`src/rtl/simd_pkg.sv`:
```
package simd_pkg;

  typedef enum logic [2:0] {
    OP_ADD16 = 3'd0,
    OP_SUB16 = 3'd1,
    OP_ASX   = 3'd2,
    OP_SAX   = 3'd3,
    OP_ADD8  = 3'd4,
    OP_SUB8  = 3'd5,
    OP_SEL   = 3'd6,
    OP_SAD   = 3'd7
  } opKind_e;

  typedef enum logic [1:0] {
    FL_WRAP = 2'd0,
    FL_SAT  = 2'd1,
    FL_HALF = 2'd2,
    FL_RSVD = 2'd3
  } flavour_e;

  // Strobes from the decoder to the lane datapath
  typedef struct packed {
    logic byteLanes;  // four byte lanes instead of two half lanes
    logic subHi;      // upper lanes subtract
    logic subLo;      // lower lanes subtract
    logic crossB;     // swap the halves of the second operand
    logic doSat;
    logic doHalf;
    logic signedOp;
    logic selOp;
    logic sadOp;
    logic geWrite;
  } ctrl_s;

endpackage

```
`src/rtl/simd_lane.sv`:
```
module simd_lane #(
  parameter int W = 8
) (
  input  logic [W-1:0] a,
  input  logic [W-1:0] b,
  input  logic         sub,
  input  logic         signedOp,
  input  logic         doSat,
  input  logic         doHalf,
  output logic [W-1:0] res,
  output logic         ge
);

  localparam int XW = W + 2;

  logic signed [XW-1:0] ax, bx, exact;
  logic signed [XW-1:0] sMax, sMin, uMax;

  always_comb begin
    ax    = signedOp ? {{2{a[W-1]}}, a} : {2'b00, a};
    bx    = signedOp ? {{2{b[W-1]}}, b} : {2'b00, b};
    exact = sub ? (ax - bx) : (ax + bx);

    sMax = {3'b000, {(W-1){1'b1}}};
    sMin = {3'b111, {(W-1){1'b0}}};
    uMax = {2'b00, {W{1'b1}}};

    // unsigned add: carry out; everything else: non-negative exact value
    ge = (!signedOp && !sub) ? exact[W] : ~exact[XW-1];

    if (doSat) begin
      if (signedOp) begin
        if (exact > sMax)      res = sMax[W-1:0];
        else if (exact < sMin) res = sMin[W-1:0];
        else                   res = exact[W-1:0];
      end else begin
        if (exact[XW-1])       res = '0;
        else if (exact > uMax) res = uMax[W-1:0];
        else                   res = exact[W-1:0];
      end
    end else if (doHalf) begin
      res = exact[W:1];
    end else begin
      res = exact[W-1:0];
    end
  end

endmodule

```
`src/rtl/simd_sad.sv`:
```
module simd_sad #(
  parameter int BYTE_W = 8,
  parameter int NUM_LANES = 4
) (
  input  logic [NUM_LANES*BYTE_W-1:0] a,
  input  logic [NUM_LANES*BYTE_W-1:0] b,
  input  logic [NUM_LANES*BYTE_W-1:0] acc,
  input  logic                        accEn,
  output logic [NUM_LANES*BYTE_W-1:0] sad
);

  localparam int WORD_W = NUM_LANES * BYTE_W;
  localparam int SUM_W  = BYTE_W + $clog2(NUM_LANES) + 1;

  logic [BYTE_W-1:0] absDiff [NUM_LANES];
  logic [SUM_W-1:0]  sum;

  for (genvar i = 0; i < NUM_LANES; i++) begin : g_diff
    logic [BYTE_W-1:0] x, y;
    assign x = a[i*BYTE_W +: BYTE_W];
    assign y = b[i*BYTE_W +: BYTE_W];
    assign absDiff[i] = (x > y) ? (x - y) : (y - x);
  end

  always_comb begin
    sum = '0;
    for (int i = 0; i < NUM_LANES; i++) begin
      sum = sum + SUM_W'(absDiff[i]);
    end
    sad = WORD_W'(sum) + (accEn ? acc : '0);
  end

endmodule

```
`src/rtl/simd_ctrl.sv`:
```
module simd_ctrl
  import simd_pkg::*;
(
  input  opKind_e  kind,
  input  flavour_e flav,
  input  logic     isSigned,
  output ctrl_s    ctrl
);

  logic arith;

  always_comb begin
    ctrl          = '0;
    arith         = (kind != OP_SEL) && (kind != OP_SAD);
    ctrl.signedOp = isSigned;
    ctrl.doSat    = (flav == FL_SAT);
    ctrl.doHalf   = (flav == FL_HALF);
    unique case (kind)
      OP_ADD16: ;
      OP_SUB16: begin ctrl.subHi = 1'b1; ctrl.subLo = 1'b1; end
      OP_ASX:   begin ctrl.crossB = 1'b1; ctrl.subLo = 1'b1; end
      OP_SAX:   begin ctrl.crossB = 1'b1; ctrl.subHi = 1'b1; end
      OP_ADD8:  ctrl.byteLanes = 1'b1;
      OP_SUB8:  begin ctrl.byteLanes = 1'b1; ctrl.subHi = 1'b1; ctrl.subLo = 1'b1; end
      OP_SEL:   ctrl.selOp = 1'b1;
      OP_SAD:   ctrl.sadOp = 1'b1;
      default: ;
    endcase
    ctrl.geWrite = arith && !ctrl.doSat && !ctrl.doHalf;
  end

endmodule

```
`src/rtl/simd_datapath.sv`:
```
module simd_datapath
  import simd_pkg::*;
#(
  parameter int BYTE_W = 8
) (
  input  ctrl_s                ctrl,
  input  logic [4*BYTE_W-1:0]  opA,
  input  logic [4*BYTE_W-1:0]  opB,
  input  logic [4*BYTE_W-1:0]  accIn,
  input  logic                 accEn,
  input  logic [3:0]           geIn,
  output logic [4*BYTE_W-1:0]  result,
  output logic [3:0]           geOut
);

  localparam int NUM_BYTES = 4;
  localparam int NUM_HALVES = 2;
  localparam int HALF_W = 2 * BYTE_W;
  localparam int WORD_W = NUM_BYTES * BYTE_W;

  logic [WORD_W-1:0]     halfRes, byteRes, sadRes, selRes;
  logic [NUM_HALVES-1:0] halfGe;
  logic [NUM_BYTES-1:0]  byteGe;

  for (genvar h = 0; h < NUM_HALVES; h++) begin : g_half
    logic [HALF_W-1:0] bSel;
    assign bSel = ctrl.crossB ? opB[(NUM_HALVES-1-h)*HALF_W +: HALF_W]
                              : opB[h*HALF_W +: HALF_W];
    simd_lane #(.W(HALF_W)) u_lane (
      .a        (opA[h*HALF_W +: HALF_W]),
      .b        (bSel),
      .sub      ((h == 0) ? ctrl.subLo : ctrl.subHi),
      .signedOp (ctrl.signedOp),
      .doSat    (ctrl.doSat),
      .doHalf   (ctrl.doHalf),
      .res      (halfRes[h*HALF_W +: HALF_W]),
      .ge       (halfGe[h])
    );
  end

  for (genvar i = 0; i < NUM_BYTES; i++) begin : g_byte
    simd_lane #(.W(BYTE_W)) u_lane (
      .a        (opA[i*BYTE_W +: BYTE_W]),
      .b        (opB[i*BYTE_W +: BYTE_W]),
      .sub      ((i < NUM_BYTES/2) ? ctrl.subLo : ctrl.subHi),
      .signedOp (ctrl.signedOp),
      .doSat    (ctrl.doSat),
      .doHalf   (ctrl.doHalf),
      .res      (byteRes[i*BYTE_W +: BYTE_W]),
      .ge       (byteGe[i])
    );
    assign selRes[i*BYTE_W +: BYTE_W] = geIn[i] ? opA[i*BYTE_W +: BYTE_W]
                                                : opB[i*BYTE_W +: BYTE_W];
  end

  simd_sad #(.BYTE_W(BYTE_W), .NUM_LANES(NUM_BYTES)) u_sad (
    .a     (opA),
    .b     (opB),
    .acc   (accIn),
    .accEn (accEn),
    .sad   (sadRes)
  );

  always_comb begin
    if (ctrl.selOp)          result = selRes;
    else if (ctrl.sadOp)     result = sadRes;
    else if (ctrl.byteLanes) result = byteRes;
    else                     result = halfRes;

    if (!ctrl.geWrite)       geOut = geIn;
    else if (ctrl.byteLanes) geOut = byteGe;
    else                     geOut = {halfGe[1], halfGe[1], halfGe[0], halfGe[0]};
  end

endmodule

```
`src/rtl/simd_addsub_unit.sv`:
```
module simd_addsub_unit
  import simd_pkg::*;
#(
  parameter int BYTE_W = 8
) (
  input  logic [2:0]          opKind,
  input  logic [1:0]          flavour,
  input  logic                isSigned,
  input  logic                accEn,
  input  logic [3:0]          geIn,
  input  logic [4*BYTE_W-1:0] opA,
  input  logic [4*BYTE_W-1:0] opB,
  input  logic [4*BYTE_W-1:0] accIn,
  output logic [4*BYTE_W-1:0] result,
  output logic [3:0]          geOut,
  output logic                geWrite
);

  ctrl_s ctrl;

  simd_ctrl u_ctrl (
    .kind     (opKind_e'(opKind)),
    .flav     (flavour_e'(flavour)),
    .isSigned (isSigned),
    .ctrl     (ctrl)
  );

  simd_datapath #(.BYTE_W(BYTE_W)) u_dp (
    .ctrl   (ctrl),
    .opA    (opA),
    .opB    (opB),
    .accIn  (accIn),
    .accEn  (accEn),
    .geIn   (geIn),
    .result (result),
    .geOut  (geOut)
  );

  assign geWrite = ctrl.geWrite;

endmodule

```
`config.mk`:
```
export PLATFORM = sky130hd
export DESIGN_NAME = simd_addsub_unit
export DESIGN_NICKNAME = d
export VERILOG_FILES = /design/src/rtl/simd_pkg.sv /design/src/rtl/simd_lane.sv /design/src/rtl/simd_sad.sv /design/src/rtl/simd_ctrl.sv /design/src/rtl/simd_datapath.sv /design/src/rtl/simd_addsub_unit.sv
export SDC_FILE = /design/constraint.sdc
export NUM_CORES = 1
export LEC_CHECK = 0
export ABC_AREA = 1
export BUFFER_PORTS_ARGS = -buffer_cell sky130_fd_sc_hd__buf_2
export CORE_ASPECT_RATIO = 2
export CORE_UTILIZATION = 39
export DETAILED_ROUTE_END_ITERATION = 8
export PLACE_DENSITY = 0.66
export SYNTH_ARGS = -nofsm -noshare
export SYNTH_HDL_FRONTEND = slang
export SYNTH_SLANG_ARGS = --single-unit
```
`constraint.sdc`:
```
create_clock -name vclk -period 6.15
set_input_delay 0.3075 -clock vclk [all_inputs]
set_output_delay 0.3075 -clock vclk [all_outputs]
set_load 0.01 [all_outputs]
```
# Word level (Yosys, flattened, before mapping)
# Cells that the tools add are included.
# op_classes
n_lt_le_gt_ge	22
n_reduce_logical	14
add_sub_neg	24
n_bitwise	6
n_eq_ne	11
mux	88
# ops
operator	count
$mux 8	36
$mux 16	16
$mux 32	4
$mux 10	12
$mux 18	6
$sub 8x8->8	8
$add 10x10->10	4
$gt 10x8->1 const B	4
$gt 10x9->1 const B	4
$lt 10x8->1 const B	4
$sub 10x10->10	4
$add 18x18->18	2
$gt 18x16->1 const B	2
$gt 18x17->1 const B	2
$lt 18x16->1 const B	2
$sub 18x18->18	2
$add 11x32->32	1
$gt 8x8->1	4
$eq 3x3->1 const B	4
$mux 1	12
$add 10x8->11	1
$add 9x8->10	1
$add 8x8->9	1
$mux 4	2
10 further kinds	27
# totals
out_inout_bits	37
in_bits	107
register_bits	0

# Longest topological paths before layout
# Gate-level depths: netlist of run 1.
# logic_depth
word_depth	15
mapped_depth	34
mapped_depth_nobuf	34

# Cells and area by module
# From an unflattened synthesis of run 1, not the netlist that was laid out.
# unflattened
cells_unflattened	3191
area_unflattened_um2	16535.9
# by_module_without_submodules
module	area_per_inst_um2	n_inst	seq_area_each_um2	cells_each
simd_sad	5411.4	1	0.0	997
simd_lane at u_dp.g_half[0].u_lane ...	2230.9	2	0.0	415
simd_lane at u_dp.g_byte[0].u_lane ...	1131.1	3	0.0	219
simd_datapath	2063.2	1	0.0	476
simd_lane at u_dp.g_byte[3].u_lane	1126.1	1	0.0	212
simd_ctrl	80.1	1	0.0	19

# Worst setup path after synthesis of run 1
# OpenSTA, ideal clock, no wires.
# synth_timing
path_kind	input to output
from	in opA[16]
to	out result[18]
slack_ps	151
arrival_time_ps	5691
path_stages	32
cell_sequence	inv_1 ha_1 inv_1 fa_1 nand2_1 nand2_1 nand2_1 nand3_1 nand2_1 mux2i_1 xor2_1 inv_1 fa_1 inv_1 fa_1 fa_1 inv_1 ha_1 nand3_1 nand2_1 nand2_1 nand2_1 a21oi_1 o21ai_0 a21oi_1 o21ai_0 nand2_1 o21ai_0 nand3_1 nand2_1 inv_1 a21oi_1
# synth_between
elab_chain_cells	11
elab_cells_between_ends	38
classes_between	add/sub: 9; order compare: 7; mux: 22
# synth_rtl
item	line	text
start: declaration	simd_addsub_unit.sv:11	input logic [4*BYTE_W-1:0] opA,
parallel branches: the longest is 9 deep, another holds $add 11x32->32	--	
$mux 32 *	simd_datapath.sv:66	else if (ctrl.sadOp) result = sadRes;
$mux 32 *	simd_datapath.sv:65	if (ctrl.selOp) result = selRes;
end: declaration	simd_addsub_unit.sv:14	output logic [4*BYTE_W-1:0] result,
# Every way passes the cells marked *.

# Final worst setup path of run 1
# Same ends and word-level chain as after synthesis.

==> impl_metrics.tcl, run 1 <==
set metrics [dict create \
    outcome "finished, violations left" \
    failed_checks "max-capacitance violations, negative setup slack" \
    die_y_um 263 \
    route.detailed.drc 0 \
    crit_cells 36 \
    period_share 1.00 \
    syn_avg_cell_area_um2 5.48 \
    io_pins 144 \
    worst-path-max-fanout 5 \
    drtIter0Drc 1262 \
    wl_mm 69.7 \
    area_growth_syn_to_layout_pct 26.2 \
    yosysWarningCount 0 \
    cellLeakagePower_uw 0.00909 \
    seq_cell_count 0 \
    fin_nets 3049 \
    max_freq_mhz 162 \
    synthXorXnorAreaFrac 0.0850 \
    place_inst 3177 \
    gp_congestion 1.05 \
    dieArea_um2 34900 \
    synth_top_family_by_area "simple AND/OR/NAND/NOR gates" \
    fin_crit_ns 6.16 \
    fillers 3696 \
    synth_cells 2425 \
    antenna_found_initial 8 \
    cts-hold-fix-buffers 0 \
    slowest_delay_ns 0.55 \
    layout_commonest_cell "nand2_1" \
    hp-start "accIn[20]" \
    power_frac_comb 1.000 \
    die_w_um 133 \
    grt_setup_unrepaired "true" \
    path_buf_inv 9 \
    synth_mux_area_frac 0.00452 \
    cp_top_family "adder cells" \
    slew-limit-headroom 0.0168 \
    synth_compound_area_frac 0.233 \
    cpMostUsedCell "nand2_2" \
    hold_viol 0 \
    p_int_uw 2360 \
    p_per_area_nw_per_um2 349 \
    cp-end-kind "output pin" \
    finalSetupViolations 3 \
    yosysSeqAreaShare 0 \
    num_rows 95 \
    critPathArrivalTime_ns 5.85 \
    worstMarginPinSlew_ns 1.47 \
    synthSimpleGateAreaFrac 0.360 \
    critPathLaunchType "input pin" \
    p_switching_uw 3500 \
    holdPathStages 5 \
    critPathKind "input pin to output pin" \
    cpMaxStageDelayCell "fa_1" \
    synth_cell_types 50 \
    crit_required_ns 5.84 \
    vias_per_cell 5.74 \
    drv_cap 1 \
    worst_hold_slack_ns 1.16 \
    grt_max_degree 64 \
    nClkBuffers 0 \
    coreArea_um2 33600 \
    start_util 0.395 \
    grt_use_total 0.394 \
    antenna_left 0 \
    tns_ns -0.0174 \
    regArea_um2 0 \
    syn-cell-area_um2 13300 \
    report.final.slew_viol_count 0 \
    synth_fa_ha_area_frac 0.194 \
    sw_frac_of_total 0.597 \
    grt_pass1_wl_mm 104 \
    power_frac_seq 0 \
    wire_per_inst_um 21.8 \
    irDropWorstVdd_mv 0.533 \
    hpwlAfterDp_mm 57.3 \
    fin_ws_ns -0.00833 \
    min_path_type "input pin to output pin" \
    port_buffers 144 \
    drive_above_1_share 0.201 \
    min_to "result[20]" \
    vias 18400 \
    drtPass1Iterations 6 \
    post-place-ws_ns -0.974 \
    final_cells 3198 \
    overflow 0 \
    multi_input_area_um2 12200 \
    clockPowerShare 0 \
    syn_nets 2716 \
    final_cell_mix "739 x nand2_1, 319 x inv_1, 263 x buf_4" \
    grt_pass1_vias 18200 \
]
cell usage after synthesis (all sizes together), types with 3 or more instances:
master / n / share of area
nand2: 758 / 0.22
inv: 337 / 0.095
nor2: 187 / 0.054
a21oi: 182 / 0.069
o21ai: 175 / 0.068
nand3: 155 / 0.060
ha: 147 / 0.14
xor2: 93 / 0.061
clkbuf: 50 / 0.014
a221oi: 42 / 0.028
fa: 37 / 0.056
xnor2: 36 / 0.024
a211oi: 34 / 0.019
buf: 30 / 0.013
o211ai: 24 / 0.014
nand4: 23 / 0.011
nor3: 23 / 0.0087
a31oi: 13 / 0.0061
o221ai: 13 / 0.0086
a21o: 11 / 0.0062
or2: 10 / 0.0047
nor4: 7 / 0.0033
mux2i: 6 / 0.0045
o21bai: 5 / 0.0028
a21boi: 4 / 0.0023
o21a: 3 / 0.0017
o22ai: 3 / 0.0014
o31ai: 3 / 0.0017
power groups by stage:
stage                     clock (uW)  combinational [uW]  sequential, uW
after CTS                          0                5200               0
after global placement             0                4830               0
final                       0.000509                5860               0
after floorplan                    0                2660               0
after global routing       0.0000808                6270               0
after detailed placement           0                4880               0
through the flow:
step | cell area, um2 | power, uW | utilization
3_3_place_gp | 16100 | 4830 | 0.479
5_1_grt | 16800 | 6270 | 0.499
3_5_place_dp | 16100 | 4880 | 0.479
6_report | 16800 | 5860 | 0.499
2_1_floorplan | 13300 | 2660 | -
4_1_cts | 16400 | 5200 | 0.487
final cells by class:
class | count | area share
repair buffers | 411 | 0.165
multi-input cells | 2007 | 0.725
inverters | 338 | 0.0760
diodes | 6 | 0.000895
well taps | 436 | 0.0325
metal layers:
layer,up-vias,GRT usage,routed length (um)
li1,8672,-,-
met1,8440,0.346,21300
met2,873,0.701,34100
met3,376,0.0622,4080
met4,2,0.468,10200
met5,-,0.00570,13
worst max path at each step:
stage,from,endpoint,slack (ns)
final,opA[16],result[18],-0.008
after global routing,opA[16],result[18],-0.22
after CTS,opA[24],result[29],0.0005
after detailed placement,opA[16],result[18],-0.97
after global placement,opA[16],result[30],-0.93
after floorplan,opA[16],result[18],0.15
cells by family (layout without fill, tap and decap cells):
group / after synthesis / count (layout)
AND/OR/NAND/NOR: 1167 / 1167
AO/OA/AOI/OAI: 521 / 521
buffers and inverters: 418 / 749
adder cells (fa/ha/maj): 184 / 184
XOR/XNOR: 129 / 129
multiplexers: 6 / 6
other: 0 / 6
timing repair:
| item | CTS | global route |
|---|---|---|
| endpoints found under the setup margin | 22 | 26 |
| gates cloned | 0 | 0 |
| setup buffers | 7 | 10 |
| pin swaps | 47 | 75 |
| resized for setup | 66 | 96 |
Power figures use the tool's default switching activity.
==> inputs of run 2 (changes only) <==
--- a/config.mk
+++ b/config.mk
@@ -11,6 +11,8 @@
 export CORE_UTILIZATION = 39
 export DETAILED_ROUTE_END_ITERATION = 8
 export PLACE_DENSITY = 0.66
+export SETUP_SLACK_MARGIN = 0.15
+export SLEW_MARGIN = 20
 export SYNTH_ARGS = -nofsm -noshare
 export SYNTH_HDL_FRONTEND = slang
 export SYNTH_SLANG_ARGS = --single-unit
==> constraint.sdc (replaced) <==
create_clock -name vclk -period 6.15
set_input_delay 1.5375 -clock vclk [all_inputs]
set_output_delay 1.5375 -clock vclk [all_outputs]
set_load 0.01 [all_outputs]
==> run 2 against run 1 <==
Against the previous run: the run ends with negative setup slack left; flip-flop and latch count unchanged; non-clock buffer count increased by 433; combinational power increased by 25%; highest routed layer is now met4.
==> impl_metrics.tcl, run 2 (synthesized netlist as in run 1, its figures left out) <==
set metrics [dict create \
    outcome "finished, violations left" \
    failed_checks "negative setup slack" \
    power_frac_comb 1.000 \
    nClkBuffers 0 \
    use_met2 0.752 \
    overflow 0 \
    cpMaxStageDelayCell "fa_2" \
    dieArea_um2 34900 \
    critPathLaunchType "input pin" \
    final_cell_mix "702 x nand2_1, 659 x buf_4, 296 x inv_1" \
    layout_commonest_cell "nand2_1" \
    crit_required_ns 4.61 \
    grtUsageMet1 0.366 \
    dpl_cell_area_um2 19500 \
    slew-limit-headroom 0.375 \
    period_share 1.37 \
    slowest_delay_ns 0.57 \
    fillers 3226 \
    power_frac_seq 0 \
    min_to "result[0]" \
    drive_above_1_share 0.364 \
    regArea_um2 0 \
    wl_mm 74.4 \
    final_cell_area_um2 21400 \
    die_y_um 263 \
    sw_frac_of_total 0.526 \
    vias 20400 \
    antenna_found_initial 7 \
    p_per_area_nw_per_um2 342 \
    start_util 0.395 \
    drtIter0Drc 1268 \
    busiest_layer "met2" \
    grt_setup_unrepaired "true" \
    grt_use_total 0.416 \
    wire_per_inst_um 20.5 \
    min_path_type "input pin to output pin" \
    port_buffers 144 \
    holdPathStages 7 \
    path_buf_inv 12 \
    cp-end-kind "output pin" \
    hold_viol 0 \
    seq_cell_count 0 \
    grt_use_met3 0.0583 \
    cpMostUsedCell "buf_4" \
    post-place-ws_ns -2.43 \
    drtPass1Iterations 7 \
    route.detailed.drc 0 \
    critPathArrivalTime_ns 6.86 \
    p_switching_uw 3850 \
    fin_nets 3483 \
    worstMarginPinSlew_ns 0.932 \
    grt_pass1_wl_mm 111 \
    grt_pass1_vias 20600 \
    report.final.slew_viol_count 0 \
    grt_max_degree 64 \
    hp-start "opA[0]" \
    die_w_um 133 \
    io_pins 144 \
    final_cells 3633 \
    place_inst 3559 \
    p_int_uw 3460 \
    cellLeakagePower_uw 0.0115 \
    clockPowerShare 0 \
    finalPower_uw 7310 \
    irDropWorstVdd_mv 0.592 \
    worst-path-max-fanout 5 \
    coreArea_um2 33600 \
    max_freq_mhz 119 \
    area_growth_syn_to_layout_pct 60.6 \
    vias_per_cell 5.61 \
    fin_ws_ns -2.25 \
    drv_cap 0 \
    fin_crit_ns 8.40 \
    antenna_left 0 \
    finalSetupViolations 36 \
    cp_top_family "adder cells" \
    hpwlAfterDp_mm 60.6 \
    gp_congestion 1.09 \
    critPathKind "input pin to output pin" \
    num_rows 95 \
    cts-hold-fix-buffers 0 \
]
[run 2: cell count changes in the layout (fill, tap and decap cells not counted), sizes merged]
cell	change
nand2	+1
diode	+1
buf	+433
[run 2: how the worst max path moves through the flow]
| stage | from | endpoint | slack, ns | depth (start not counted) |
|---|---|---|---|---|
| after CTS | opA[16] | result[18] | -2.12 | 36 |
| final | opA[16] | result[22] | -2.25 | 32 |
| after global routing | opA[16] | result[21] | -2.43 | 33 |
| after detailed placement | opA[16] | result[21] | -2.43 | 32 |
| after global placement | opA[24] | result[21] | -2.37 | 33 |
| after floorplan | opA[16] | result[29] | -1.75 | 30 |
[run 2: per-stage QoR]
step | utilization | hold slack [ns] | TNS (ns)
global route | 0.635 | 3.64 | -71.78
detailed placement | 0.579 | 3.60 | -71.26
CTS | 0.607 | 3.61 | -61.59
global placement | 0.579 | 3.61 | -68.54
floorplan | - | 3.27 | -38.96
finish | 0.635 | 3.61 | -64.37
[run 2: layout make-up]
type	instances	area, um2	area share
multi-input combinational	2008	13200	0.617
inverter	338	1330	0.0623
timing repair buffer	844	6280	0.294
tap	436	546	0.0255
antenna	7	17.5	0.000820
[run 2: power groups by stage]
| stage | Clock (uW) | Combinational, uW | Sequential [uW] |
|---|---|---|---|
| floorplan | 0 | 3080 | 0 |
| global placement | 0 | 5600 | 0 |
| detailed placement | 0 | 5730 | 0 |
| CTS | 0 | 6520 | 0 |
| global route | 0.000109 | 7800 | 0 |
| finish | 0.000153 | 7310 | 0 |
[run 2: worst min-delay path, stage by stage]
cell and delay, ns:
buf_2 0.10, buf_4 0.11, nand2_1 0.04, o21ai_0 0.06, nand2_1 0.06, nand2_2 0.06, buf_6 0.10
[run 2: layer usage]
metal	up-vias	routed length, um
li1	9550	-
met1	9399	22600
met2	970	37000
met3	448	4340
met4	0	10500
met5	-	0
[run 2: repair_timing]
item	in CTS	in global routing
cloned	0	2
setup endpoints to repair	36	36
pin swaps	102	107
gates resized for setup	182	169
setup buffers	37	28
